[config.mk]
export PLATFORM = sky130hd
export DESIGN_NAME = bar_window_decoder
export DESIGN_NICKNAME = d
export VERILOG_FILES = /design/src/rtl/bardec_pkg.sv /design/src/rtl/bardec_regs.sv /design/src/rtl/bardec_match.sv /design/src/rtl/bardec_pick.sv /design/src/rtl/bar_window_decoder.sv
export SDC_FILE = /design/constraint.sdc
export NUM_CORES = 1
export LEC_CHECK = 0
export ABC_AREA = 1
export BUFFER_PORTS_ARGS = -buffer_cell sky130_fd_sc_hd__buf_4
export CORE_ASPECT_RATIO = 0.75
export CORE_MARGIN = 10
export CORE_UTILIZATION = 43
export DETAILED_ROUTE_END_ITERATION = 7
export HOLD_SLACK_MARGIN = 0.06
export PLACE_DENSITY = 0.65
export SLEW_MARGIN = 20
export SYNTH_ARGS = -nofsm -noshare
export SYNTH_HDL_FRONTEND = slang
export SYNTH_SLANG_ARGS = --single-unit
[constraint.sdc]
create_clock -name clk -period 1.9 [get_ports clk]
set_clock_uncertainty 0.15 [all_clocks]
set_input_delay 0.19 -clock clk [delete_from_list [all_inputs] [get_ports clk]]
set_output_delay 0.19 -clock clk [all_outputs]
set_load 0.05 [all_outputs]
[src/rtl/bardec_pkg.sv]
package bardec_pkg;

    localparam int NSLOT = 6;
    localparam int IDX_W = $clog2(NSLOT);

    typedef enum logic [1:0] {
        KIND_NONE  = 2'd0,
        KIND_IO    = 2'd1,
        KIND_MEM32 = 2'd2,
        KIND_MEM64 = 2'd3
    } bar_kind_e;

    typedef enum logic [1:0] {
        ROLE_IDLE  = 2'd0,
        ROLE_BASE  = 2'd1,
        ROLE_UPPER = 2'd2
    } slot_role_e;

    function automatic int log_at(input logic [6*NSLOT-1:0] logs, input int s);
        return int'(logs[6*s +: 6]);
    endfunction

    // Walks the slots in order; a 64-bit window consumes the following slot.
    function automatic slot_role_e slot_role(input logic [2*NSLOT-1:0] kinds, input int s);
        slot_role_e r;
        logic       pend;
        r    = ROLE_IDLE;
        pend = 1'b0;
        for (int j = 0; j < NSLOT; j++) begin
            if (j <= s) begin
                if (pend) begin
                    r    = ROLE_UPPER;
                    pend = 1'b0;
                end else if (kinds[2*j +: 2] == KIND_NONE ||
                             (kinds[2*j +: 2] == KIND_MEM64 && j == NSLOT - 1)) begin
                    r = ROLE_IDLE;
                end else begin
                    r    = ROLE_BASE;
                    pend = (kinds[2*j +: 2] == KIND_MEM64);
                end
            end
        end
        return r;
    endfunction

    function automatic logic [NSLOT-1:0] base_set(input logic [2*NSLOT-1:0] kinds);
        logic [NSLOT-1:0] v;
        for (int j = 0; j < NSLOT; j++) v[j] = (slot_role(kinds, j) == ROLE_BASE);
        return v;
    endfunction

    function automatic logic [NSLOT-1:0] io_set(input logic [2*NSLOT-1:0] kinds);
        logic [NSLOT-1:0] v;
        for (int j = 0; j < NSLOT; j++)
            v[j] = (slot_role(kinds, j) == ROLE_BASE) && (kinds[2*j +: 2] == KIND_IO);
        return v;
    endfunction

    function automatic logic [31:0] lo_mask(input int lg);
        return (lg >= 32) ? 32'h0 : (32'hFFFF_FFFF << lg);
    endfunction

    function automatic logic [31:0] hi_mask(input int lg);
        return (lg >= 32) ? (32'hFFFF_FFFF << (lg - 32)) : 32'hFFFF_FFFF;
    endfunction

    function automatic logic [31:0] type_bits(input logic [1:0] k, input logic pf);
        logic [31:0] t;
        unique case (k)
            KIND_IO:    t = 32'h1;
            KIND_MEM32: t = {28'h0, pf, 3'b000};
            KIND_MEM64: t = {28'h0, pf, 3'b100};
            default:    t = 32'h0;
        endcase
        return t;
    endfunction

endpackage

[src/rtl/bardec_regs.sv]
module bardec_regs
    import bardec_pkg::*;
#(
    parameter logic [2*NSLOT-1:0] SLOT_KIND = 12'h336,
    parameter logic [NSLOT-1:0]   SLOT_PREF = 6'b000100,
    parameter logic [6*NSLOT-1:0] SLOT_LOG2 = {6'd0, 6'd33, 6'd0, 6'd20, 6'd5, 6'd12},
    parameter int                 DW_W      = 10
) (
    input  logic                   clk,
    input  logic                   rst_n,
    input  logic                   cfg_en,
    input  logic                   cfg_we,
    input  logic [DW_W-1:0]        cfg_dw,
    input  logic [31:0]            cfg_wdata,
    output logic [31:0]            cfg_rdata,
    output logic [NSLOT-1:0][31:0] slot_val,
    output logic                   cmd_io,
    output logic                   cmd_mem
);

    localparam int              FIRST_DW = 4;
    localparam logic [DW_W-1:0] CMD_DW   = DW_W'(1);

    logic [NSLOT-1:0][31:0] slot_rd;
    logic [31:0]            rd_next;
    logic                   wr_any;

    assign wr_any = cfg_en && cfg_we;

    for (genvar s = 0; s < NSLOT; s++) begin : g_slot
        localparam slot_role_e      ROLE  = slot_role(SLOT_KIND, s);
        localparam int              PREV  = (s > 0) ? s - 1 : 0;
        localparam logic [31:0]     WMASK = (ROLE == ROLE_BASE)  ? lo_mask(log_at(SLOT_LOG2, s)) :
                                            (ROLE == ROLE_UPPER) ? hi_mask(log_at(SLOT_LOG2, PREV)) :
                                            32'h0;
        localparam logic [31:0]     FIXED = (ROLE == ROLE_BASE) ?
                                            type_bits(SLOT_KIND[2*s +: 2], SLOT_PREF[s]) : 32'h0;
        localparam logic [DW_W-1:0] MY_DW = DW_W'(FIRST_DW + s);

        logic [31:0] val_q;

        always_ff @(posedge clk or negedge rst_n) begin
            if (!rst_n) begin
                val_q <= 32'h0;
            end else if (wr_any && cfg_dw == MY_DW) begin
                val_q <= cfg_wdata & WMASK;
            end
        end

        assign slot_val[s] = val_q;
        assign slot_rd[s]  = val_q | FIXED;
    end

    always_ff @(posedge clk or negedge rst_n) begin
        if (!rst_n) begin
            cmd_io  <= 1'b0;
            cmd_mem <= 1'b0;
        end else if (wr_any && cfg_dw == CMD_DW) begin
            cmd_io  <= cfg_wdata[0];
            cmd_mem <= cfg_wdata[1];
        end
    end

    always_comb begin
        rd_next = 32'h0;
        if (cfg_dw == CMD_DW) rd_next = {30'h0, cmd_mem, cmd_io};
        for (int s = 0; s < NSLOT; s++) begin
            if (cfg_dw == DW_W'(FIRST_DW + s)) rd_next = slot_rd[s];
        end
    end

    always_ff @(posedge clk or negedge rst_n) begin
        if (!rst_n) begin
            cfg_rdata <= 32'h0;
        end else if (cfg_en && !cfg_we) begin
            cfg_rdata <= rd_next;
        end
    end

endmodule

[src/rtl/bardec_match.sv]
module bardec_match
    import bardec_pkg::*;
#(
    parameter logic [2*NSLOT-1:0] SLOT_KIND = 12'h336,
    parameter logic [6*NSLOT-1:0] SLOT_LOG2 = {6'd0, 6'd33, 6'd0, 6'd20, 6'd5, 6'd12}
) (
    input  logic [NSLOT-1:0][31:0] slot_val,
    input  logic                   cmd_io,
    input  logic                   cmd_mem,
    input  logic                   req_is_io,
    input  logic [63:0]            req_addr,
    output logic [NSLOT-1:0]       match,
    output logic [NSLOT-1:0][63:0] offset
);

    for (genvar s = 0; s < NSLOT; s++) begin : g_cmp
        localparam slot_role_e ROLE = slot_role(SLOT_KIND, s);

        if (ROLE == ROLE_BASE) begin : g_live
            localparam logic [1:0]  KIND   = SLOT_KIND[2*s +: 2];
            localparam int          NXT    = (s < NSLOT - 1) ? s + 1 : s;
            localparam int          LG     = log_at(SLOT_LOG2, s);
            localparam logic        WIDE   = (KIND == KIND_MEM64);
            localparam logic [63:0] MASK64 = {WIDE ? hi_mask(LG) : 32'hFFFF_FFFF, lo_mask(LG)};

            logic [63:0] base;
            logic        space_ok;

            assign base     = {WIDE ? slot_val[NXT] : 32'h0, slot_val[s] & 32'hFFFF_FFF0};
            assign space_ok = (KIND == KIND_IO) ? (req_is_io && cmd_io) : (!req_is_io && cmd_mem);
            assign match[s]  = space_ok && (((req_addr ^ base) & MASK64) == 64'h0);
            assign offset[s] = req_addr & ~MASK64;
        end else begin : g_idle
            assign match[s]  = 1'b0;
            assign offset[s] = 64'h0;
        end
    end

endmodule

[src/rtl/bardec_pick.sv]
module bardec_pick
    import bardec_pkg::*;
(
    input  logic [NSLOT-1:0]       match,
    input  logic [NSLOT-1:0][63:0] offset,
    output logic                   any,
    output logic [IDX_W-1:0]       idx,
    output logic [63:0]            off
);

    // Scanning downward leaves the lowest matching slot in place.
    always_comb begin
        any = 1'b0;
        idx = '0;
        off = 64'h0;
        for (int s = NSLOT - 1; s >= 0; s--) begin
            if (match[s]) begin
                any = 1'b1;
                idx = IDX_W'(s);
                off = offset[s];
            end
        end
    end

endmodule

[src/rtl/bar_window_decoder.sv]
module bar_window_decoder
    import bardec_pkg::*;
#(
    parameter logic [2*NSLOT-1:0] SLOT_KIND = 12'h336,
    parameter logic [NSLOT-1:0]   SLOT_PREF = 6'b000100,
    parameter logic [6*NSLOT-1:0] SLOT_LOG2 = {6'd0, 6'd33, 6'd0, 6'd20, 6'd5, 6'd12},
    parameter int                 DW_W      = 10
) (
    input  logic             clk,
    input  logic             rst_n,
    input  logic             cfg_en,
    input  logic             cfg_we,
    input  logic [DW_W-1:0]  cfg_dw,
    input  logic [31:0]      cfg_wdata,
    output logic [31:0]      cfg_rdata,
    input  logic             req_valid,
    input  logic             req_is_io,
    input  logic [63:0]      req_addr,
    output logic             hit,
    output logic [IDX_W-1:0] hit_idx,
    output logic [63:0]      hit_off
);

    logic [NSLOT-1:0][31:0] slot_val;
    logic                   cmd_io;
    logic                   cmd_mem;
    logic [NSLOT-1:0]       match;
    logic [NSLOT-1:0][63:0] offset;
    logic                   pick_any;
    logic [IDX_W-1:0]       pick_idx;
    logic [63:0]            pick_off;
    logic                   take;

    bardec_regs #(
        .SLOT_KIND (SLOT_KIND),
        .SLOT_PREF (SLOT_PREF),
        .SLOT_LOG2 (SLOT_LOG2),
        .DW_W      (DW_W)
    ) u_regs (
        .clk       (clk),
        .rst_n     (rst_n),
        .cfg_en    (cfg_en),
        .cfg_we    (cfg_we),
        .cfg_dw    (cfg_dw),
        .cfg_wdata (cfg_wdata),
        .cfg_rdata (cfg_rdata),
        .slot_val  (slot_val),
        .cmd_io    (cmd_io),
        .cmd_mem   (cmd_mem)
    );

    bardec_match #(
        .SLOT_KIND (SLOT_KIND),
        .SLOT_LOG2 (SLOT_LOG2)
    ) u_match (
        .slot_val  (slot_val),
        .cmd_io    (cmd_io),
        .cmd_mem   (cmd_mem),
        .req_is_io (req_is_io),
        .req_addr  (req_addr),
        .match     (match),
        .offset    (offset)
    );

    bardec_pick u_pick (
        .match  (match),
        .offset (offset),
        .any    (pick_any),
        .idx    (pick_idx),
        .off    (pick_off)
    );

    assign take = req_valid && pick_any;

    always_ff @(posedge clk or negedge rst_n) begin
        if (!rst_n) begin
            hit     <= 1'b0;
            hit_idx <= '0;
            hit_off <= 64'h0;
        end else begin
            hit     <= take;
            hit_idx <= take ? pick_idx : '0;
            hit_off <= take ? pick_off : 64'h0;
        end
    end

endmodule

## Word level (Yosys, flattened, before mapping)

Cells that the tools add are included.

- Bits of input ports: 112
- Bits in registers: 224
- Logic and storage cells: 64

- Bitwise operators: 4
- Eq/ne operators: 7
- Mux-type cells: 21
- Reduce and logical (&&, ||, !) cells: 21

Operator list:

| cell | count |
|---|---|
| zero test 64 bit | 4 |
| 2-to-1 mux 32 bit | 6 |
| 2-to-1 mux 33 bit | 4 |
| XOR 64 x 32 -> 64 bit | 2 |
| XOR 64 bit | 2 |
| 2-to-1 mux 64 bit | 1 |
| == test 10 x 3 -> 1 bit, second input constant | 4 |
| == test 10 x 4 -> 1 bit, second input constant | 2 |
| logical AND 1 bit | 15 |
| 2-to-1 mux 3 bit | 5 |
| == test 10 x 1 -> 1 bit, second input constant | 1 |
| 2-to-1 mux 1 bit | 4 |
| zero test 1 bit | 2 |
| 2-to-1 mux 2 bit | 1 |

## Longest topological paths before layout

Gate-level depths: netlist of the first run.

- Depth after elaboration: 9
- Mapped depth: 12
- Depth with buffers taken out: 12

## By module

A second synthesis of the first run with hierarchy kept.

- Cells, all modules: 2627
- Area, all modules: 18043.6 um2

Modules (own cells, without submodules):

| module | area each (um2) | seq. area each (um2) | cells an instance | instances |
|---|---|---|---|---|
| bardec_regs | 7440.9 | 3903.7 | 892 | 1 |
| bardec_match | 4822.1 | 0.0 | 792 | 1 |
| bardec_pick | 3470.8 | 0.0 | 732 | 1 |
| bar_window_decoder | 2309.7 | 1701.6 | 211 | 1 |

## Worst setup path after synthesis of the first run

No wires, ideal clock.

- Kind: register to register
- Start: register u_regs.g_slot[1].val_q[16]
- End: register hit_off[27]
- Stages on the path, launching flop included: 11
- Arrival time: 1.410 ns
- Path slack: 0.220 ns
- Cell sequence: dfrtp_1 -> or2_0 -> a21oi_1 -> nand2_1 -> nor2_1 -> nand2_1 -> nor2_1 -> nor2_4 -> nand4_4 -> buf_6 -> nor2_1

- Cells in the longest elaborated chain, start to end: 7

RTL lines:

| item | line | RTL |
|---|---|---|
| start: declaration | bardec_regs.sv:40 | `logic [31:0] val_q;` |
| start signal: assignment | bardec_regs.sv:46 | `val_q <= cfg_wdata & WMASK;` |
| XOR 64 x 32 -> 64 bit (*) | bardec_match.sv:31 | `assign match[s] = space_ok && (((req_addr ^ base) & MASK64) == 64'h0);` |
| zero test 64 bit (*) | bardec_match.sv:31 |  |
| logical AND 1 bit (*) | bardec_match.sv:31 |  |
| 2-to-1 mux 1 bit (2 in a row) | bardec_pick.sv:17 | `if (match[s]) begin` |
| logical AND 1 bit | bar_window_decoder.sv:73 | `assign take = req_valid && pick_any;` |
| 2-to-1 mux 64 bit (*) | bar_window_decoder.sv:83 | `hit_off <= take ? pick_off : 64'h0;` |
| end signal: assignment | bar_window_decoder.sv:83 |  |
| end: declaration | bar_window_decoder.sv:21 | `output logic [63:0] hit_off` |

Every way passes the cells marked *; elsewhere a longest branch is shown, timed or not.
A chain may end at the register's enable or synchronous reset.

## Worst setup path after layout of the first run

- Start: register u_regs.g_slot[5].val_q[31]
- End: register hit_off[14]

- Cells in the longest elaborated chain, start to end: 9

RTL lines:

| item | line |
|---|---|
| start: declaration | bardec_regs.sv:40 |
| start signal: assignment | bardec_regs.sv:46 |
| XOR 64 bit (*) | bardec_match.sv:31 |
| zero test 64 bit (*) | bardec_match.sv:31 |
| logical AND 1 bit (*) | bardec_match.sv:31 |
| 2-to-1 mux 1 bit (4 in a row) | bardec_pick.sv:17 |
| logical AND 1 bit | bar_window_decoder.sv:73 |
| 2-to-1 mux 64 bit (*) | bar_window_decoder.sv:83 |

Marked as above.

==> results of run 1 <==
## synth_stat cells (6+ instances only)
cell and n:
a21oi_1 43, buf_2 6, clkbuf_1 26, buf_4 32
inv_2 10, dfrtp_1 193, nand3_1 31, inv_1 155
nand2_2 8, nor2_1 151, xor2_1 25, nand2_1 405
nor3_1 6, o211ai_1 8, xnor2_1 10, a31oi_1 8
buf_6 6, o21ai_0 172
## cell families (layout without fill, tap and decap cells)
group,count (synthesis),in the layout,synth area share
XOR/XNOR,35,35,0.0299
AND/OR/NAND/NOR,632,634,0.255
buffers and inverters,239,639,0.105
other,1,32,0.000366
AO/OA/AOI/OAI,262,262,0.139
flip-flops,193,193,0.471
## area by class of cell
cell class / instances / area, sq um / share of cell area
Antenna cell: 1 / 2.50 / 0.000168
Clock buffer: 19 / 453 / 0.0304
Clock inverter: 12 / 133 / 0.00891
Inverter: 168 / 636 / 0.0427
Multi-Input combinational cell: 962 / 4760 / 0.320
Sequential cell: 193 / 4830 / 0.325
Tap cell: 300 / 375 / 0.0252
Timing Repair Buffer: 440 / 3700 / 0.249
## how the worst max path moves through the flow
stage / start / endpoint / depth (start not counted)
final: u_regs.g_slot[5].val_q[31] / hit_off[14] / 13
after detailed placement: u_regs.g_slot[3].val_q[23] / hit_off[11] / 13
after global placement: u_regs.g_slot[3].val_q[23] / hit_off[8] / 13
after global routing: u_regs.g_slot[3].val_q[1] / hit_off[14] / 13
after CTS: u_regs.g_slot[1].val_q[13] / hit_off[3] / 12
after floorplan: u_regs.g_slot[1].val_q[16] / hit_off[27] / 10
## stage by stage
step / cells / hold slack, ns
after floorplan: 1392 / -0.256
after global placement: 1976 / -0.0374
after detailed placement: 1976 / -0.0361
after CTS: 2084 / 0.0677
after global routing: 2095 / 0.105
final: 2095 / 0.0683
## per-layer routing
metal / vias up / track usage
met5: - / 0
met4: 0 / 0.0595
met3: 39 / 0.101
met2: 590 / 0.410
met1: 5198 / 0.407
li1: 5087 / -
## state kept, by name, indices dropped and copies added (netlist names)
name                 flops
u_regs.cmd_io            1
u_regs.cfg_rdata        32
hit                      1
u_regs.g_slot.val_q    122
hit_off                 33
u_regs.cmd_mem           1
hit_idx                  3
## power by group
group          leakage (nW)  switching, W  internal [W]
sequential             2.65     0.0000562       0.00418
combinational          4.58      0.000974      0.000541
clock                 0.290       0.00188       0.00183
total                  7.52       0.00291       0.00655
## what timing repair did
action	CTS	global route
setup endpoints to repair	36	37
resized for setup	35	76
hold buffers	68	1
setup buffers	10	11
pin swaps	27	43
cloned	2	0
hold endpoints to repair	354	1
## worst min-delay path: stages
cell	delay, ns
buf_4	0.11
nor4_1	0.05
buf_4	0.13
nand3b_1	0.08
a31oi_1	0.07
==> metrics.txt, run 1 <==
status finished, violations left; failing checks negative setup slack; Buf+Inv Stages, Crit Path 3; synth unique cells 47; synth warn 0; reg2reg end hit_off[14]; Max rail drop VDD 0.000613 V; Initial Util 0.441; Finished Cell Area 14900 sq um; M1 WL 19.7 mm; CP Cell Sequence inv_1 > nand2_1 > o21ai_0 > nor2_1 > nand2_1 > nor2_1 > nand2_1 > nor2_4 > a21oi_4 > clkinv_4 > buf_4 > nand2_1 > nor2_2; Setup TNS -1.01 ns; ys async rst share 1.00; top-area cell type share of the netlist area 0.471; average wire per standard cell 21.4 microns; clk slew on worst S/H paths 0.08 ns; Crit Reg-Reg Startpoint u_regs.g_slot[5].val_q[31]; Layout area overhead 45.2%; R2R Setup Slk -0.08 ns; most frequent cells in the layout nand2_1 (386), buf_4 (351), dfrtp_1 (191), o21ai_0 (160), inv_1 (140); Max stage delay cell, worst path dfrtp_1; Startpoint Class flip-flop; R2R cell count 13; Synth Instances 1362; EDFF count, synth 0; Fin. Hold Viols 0; CTS Buffer Depth 2; CTS Buf Count 17; Synth Register Bits 193; critical path fanouts, max 6; Yosys top cell by area dfrtp_1; initial antenna violation count 1; DIE WIDTH 198 microns; largest net degree at the start of global routing 55; routed wire length 44.8 mm; highest metal used met4; first-pass GRT wire length 65.3 mm; worst-skew pair later-pin latency 0.46 ns; Crit path max-delay family simple AND/OR/NAND/NOR gates; Via Count 10914; dpl hpwl 34.1 mm; Met3 Wirelength 5.46 mm; Slew Limit Fails 0; Slew @ Worst Pin 0.843 ns; Tcrit/Tclk final 1.04; Synth area leaders dfrtp_1 (47%), nand2_1 (15%), o21ai_0 (8.4%); Setup Slack @ Placement -0.188 ns; Setup CP Type reg -> reg; post-DR vias/cell 5.21; worst hold path depth 5; unrepaired setup endpoints after global routing true; syn avg cell area 7.53 sq um; Leak 7.52 nW; share of cells above drive strength 1 0.290; CP arrival 2.18 ns; Hold Crit Class in -> reg; total power 0.00946 W; Die ar. 30500 sq um; H-tree depth 4; minimum clock period 1.98 ns; Total Routing Usage GR 0.287; total gr overflow 0; drt drc 0; num rows 48; relative slew slack 0.436; hold_sp cfg_dw[2]; PwrDens 635 nW/um^2; Synth Flop Type dfrtp_1; die height 154 microns; clk root buf clkbuf_16; Synth Cell Area 10300 sq um; CTS tree done; slowest stage delay, CP 0.39 ns; fin nets 1894; Max Cap Viol 0; Fillers 1994; count of input and output buffers 180; Placed Area 13200 sq um; critical path capture point type flip-flop; Final WS setup -0.0762 ns; most common cell after layout, fill and taps aside nand2_1; core area 23200 sq um; Max Freq 0.506 GHz; cell mode on critical path nand2_1; Final setup viols 28; hold endpoint u_regs.cfg_rdata[1]; I/O pin total 212; register area share after synthesis 0.471; vias in the first global route 10544; Placer Congestion 0.970; Routed Antenna Nets 0; 1st-iter DRT viols 1264; clock sink total 193; final core utilization 0.641; WL met2 19.0 mm; Required @ worst endpoint 2.10 ns; DR pass1 iterations 5
(Power assumes the default switching activity.)
==> run 2: changes to the inputs <==
--- a/config.mk
+++ b/config.mk
@@ -5,7 +5,6 @@
 export SDC_FILE = /design/constraint.sdc
 export NUM_CORES = 1
 export LEC_CHECK = 0
-export ABC_AREA = 1
 export BUFFER_PORTS_ARGS = -buffer_cell sky130_fd_sc_hd__buf_4
 export CORE_ASPECT_RATIO = 0.75
 export CORE_MARGIN = 10
==> run 2 against run 1 <==
  * The run still ends with negative setup slack left
  * Routed wire length decreased by 9.9%
  * Total power decreased by 0.56%
  * Core utilization increased by 6.8 points
  * Final area increased by 6.3%
  * Flip-flop and latch count unchanged
  * Global-route usage decreased by 3.3 points
  * Cell count decreased by 24%
  * Critical path depth decreased by 6
  * Sequential power about the same
  * Synthesized area decreased by 3.7%
  * Sequential share of layout area decreased by 1.9 points
  * Combinational power about the same
  * Largest cell class is now multi-input gates
  * Highest routed layer unchanged
==> metrics.txt, run 2 <==
critical path capture point type flip-flop; Synth area leaders dfrtp_1 (49%), mux2_2 (11%), xnor2_1 (9.8%); met3 GRT Util 0.0636; most common cell after layout, fill and taps aside buf_4; routed wire length 40.4 mm; Placer Congestion 0.921; H-tree depth 4; die height 151 microns; Yosys top cell by area dfrtp_1; Max Freq 0.443 GHz; Leak 7.38 nW; total gr overflow 0; Synth Cell Area 9880 sq um; Final WS setup -0.358 ns; Fin. Hold Viols 0; Synth Register Bits 193; synth unique cells 51; relative slew slack 0.628; average wire per standard cell 25.2 microns; top-area cell type share of the netlist area 0.489; Initial Util 0.442; failing checks negative setup slack; DIE WIDTH 195 microns; post-DR vias/cell 5.56; synth warn 0; total power 0.00941 W; CTS Buf Count 17; fin nets 1408; CTS tree done; first-pass GRT wire length 57.3 mm; Final setup viols 183; Required @ worst endpoint 2.10 ns; vias in the first global route 9252; Min Hold Slack 0.107 ns; most frequent cells in the layout buf_4 (341), dfrtp_1 (193), xnor2_1 (110), dlygate4sd3_1 (81), mux2_4 (71); Synth Instances 834; clk slew on worst S/H paths 0.08 ns; clk root buf clkbuf_16; critical path fanouts, max 5; core area 22300 sq um; Routed Antenna Nets 0; Total Routing Usage GR 0.254; worst-skew pair later-pin latency 0.46 ns; Post-synth top cells dfrtp_1 (193), xnor2_1 (111), mux2_2 (94); EDFF count, synth 0; 1st-iter DRT viols 902; clock sink total 193; ys async rst share 1.00; antenna cells 0; Top reg by flops u_regs.g_slot.val_q; status finished, violations left; Slew Limit Fails 0; count of input and output buffers 180; Hold Crit Class in -> async; Max Cap Viol 0; Max rail drop VDD 0.000602 V; num rows 47; I/O pin total 212; minimum clock period 2.26 ns; Top Registers u_regs.g_slot.val_q x122, hit_off x33, u_regs.cfg_rdata x32; most crowded layer after global routing met2; Tcrit/Tclk final 1.19; initial antenna violation count 0; drt drc 0; CTS Buffer Depth 2; share of cells above drive strength 1 0.501; met2 Use GR 0.402; DR pass1 iterations 5; Die ar. 29500 sq um; dpl hpwl 27.1 mm; Setup CP Type reg -> reg; unrepaired setup endpoints after global routing true; PwrDens 594 nW/um^2; Fillers 1527; met1 Usage GRT 0.343; Synth Flop Type dfrtp_1; most frequent cell after synthesis dfrtp_1; CP arrival 2.46 ns; Via Count 8908; register area share after synthesis 0.489; largest net degree at the start of global routing 49; Startpoint Class flip-flop; syn avg cell area 11.8 sq um; Slew @ Worst Pin 0.543 ns; Largest register FFs 122; Layout area overhead 60.3%
==> run 2: stage by stage <==
stage | util | std cells | instance area (sq um) | setup WS, ns | TNS (ns)
after floorplan | - | 864 | 10300 | -0.533 | -63.44
after global placement | 0.586 | 1455 | 13100 | -0.638 | -86.32
after detailed placement | 0.586 | 1455 | 13100 | -0.667 | -90.60
after CTS | 0.684 | 1586 | 15300 | -0.331 | -35.65
after global routing | 0.708 | 1602 | 15800 | -0.399 | -41.26
final | 0.708 | 1602 | 15800 | -0.358 | -36.44
==> run 2: final cells by class <==
class	instances	area [sq um]	share of cell area
well taps	294	368	0.0232
clock buffers	17	425	0.0269
repair buffers	489	4490	0.284
inverters	14	52.6	0.00332
multi-input cells	581	5510	0.348
clock inverters	14	149	0.00941
flip-flops and latches	193	4830	0.305
==> run 2: repair_timing <==
item                                    4_1_cts  5_1_grt
setup buffers                                13       11
endpoints found under the setup margin      135      193
pin swaps                                    37       29
resized for setup                           127       75
endpoints found under the hold margin       353        0
hold buffers                                 81        0
gates cloned                                  6       11
==> run 2: routing by layer <==
| layer | part of all wire | vias up |
|---|---|---|
| met2 | 0.46 | 435 |
| met5 | 0 | - |
| met4 | 0.019 | 0 |
| met1 | 0.44 | 4526 |
| li1 | - | 3886 |
| met3 | 0.083 | 61 |
==> run 2: logic make-up after synthesis <==
logic type	Yosys count	share of synthesized area
flops	193	0.489
simple gates	164	0.0934
mux	147	0.179
compound gates	120	0.0821
xor+xnor	119	0.106
buf+inv	90	0.0509
other cells	1	0.000380
==> run 2: path summary, 6_finish.rpt <==
kind                                                  from  slack (ns)  cells after the start                          to
worst max-delay path            u_regs.g_slot[5].val_q[11]       -0.36                      7                 hit_off[15]
worst min register to register         u_regs.cfg_rdata[2]        0.35                      2         u_regs.cfg_rdata[2]
max in group asynchronous                            rst_n        0.87                      3  u_regs.g_slot[1].val_q[26]
worst min-delay path                                 rst_n        0.11                      2         u_regs.cfg_rdata[9]
worst max register to register  u_regs.g_slot[5].val_q[11]       -0.36                      7                 hit_off[15]
min in group clk                                 cfg_dw[0]        0.13                      4         u_regs.cfg_rdata[4]
==> run 2: critical path: stages (launching register included) <==
cell       delay [ns]
dfrtp_1          0.40
xnor2_1          0.15
buf_4            0.18
nand4_1          0.24
nor4_4           0.40
nand2_2          0.16
buf_8            0.17
a2111oi_4        0.29
==> run 2: power breakdown <==
| group | internal [W] | total, W | switching, W | leakage (nW) |
|---|---|---|---|---|
| Sequential | 0.00417 | 0.00422 | 0.0000530 | 2.66 |
| Clock | 0.00185 | 0.00363 | 0.00178 | 0.270 |
| Combinational | 0.000639 | 0.00155 | 0.000913 | 4.45 |
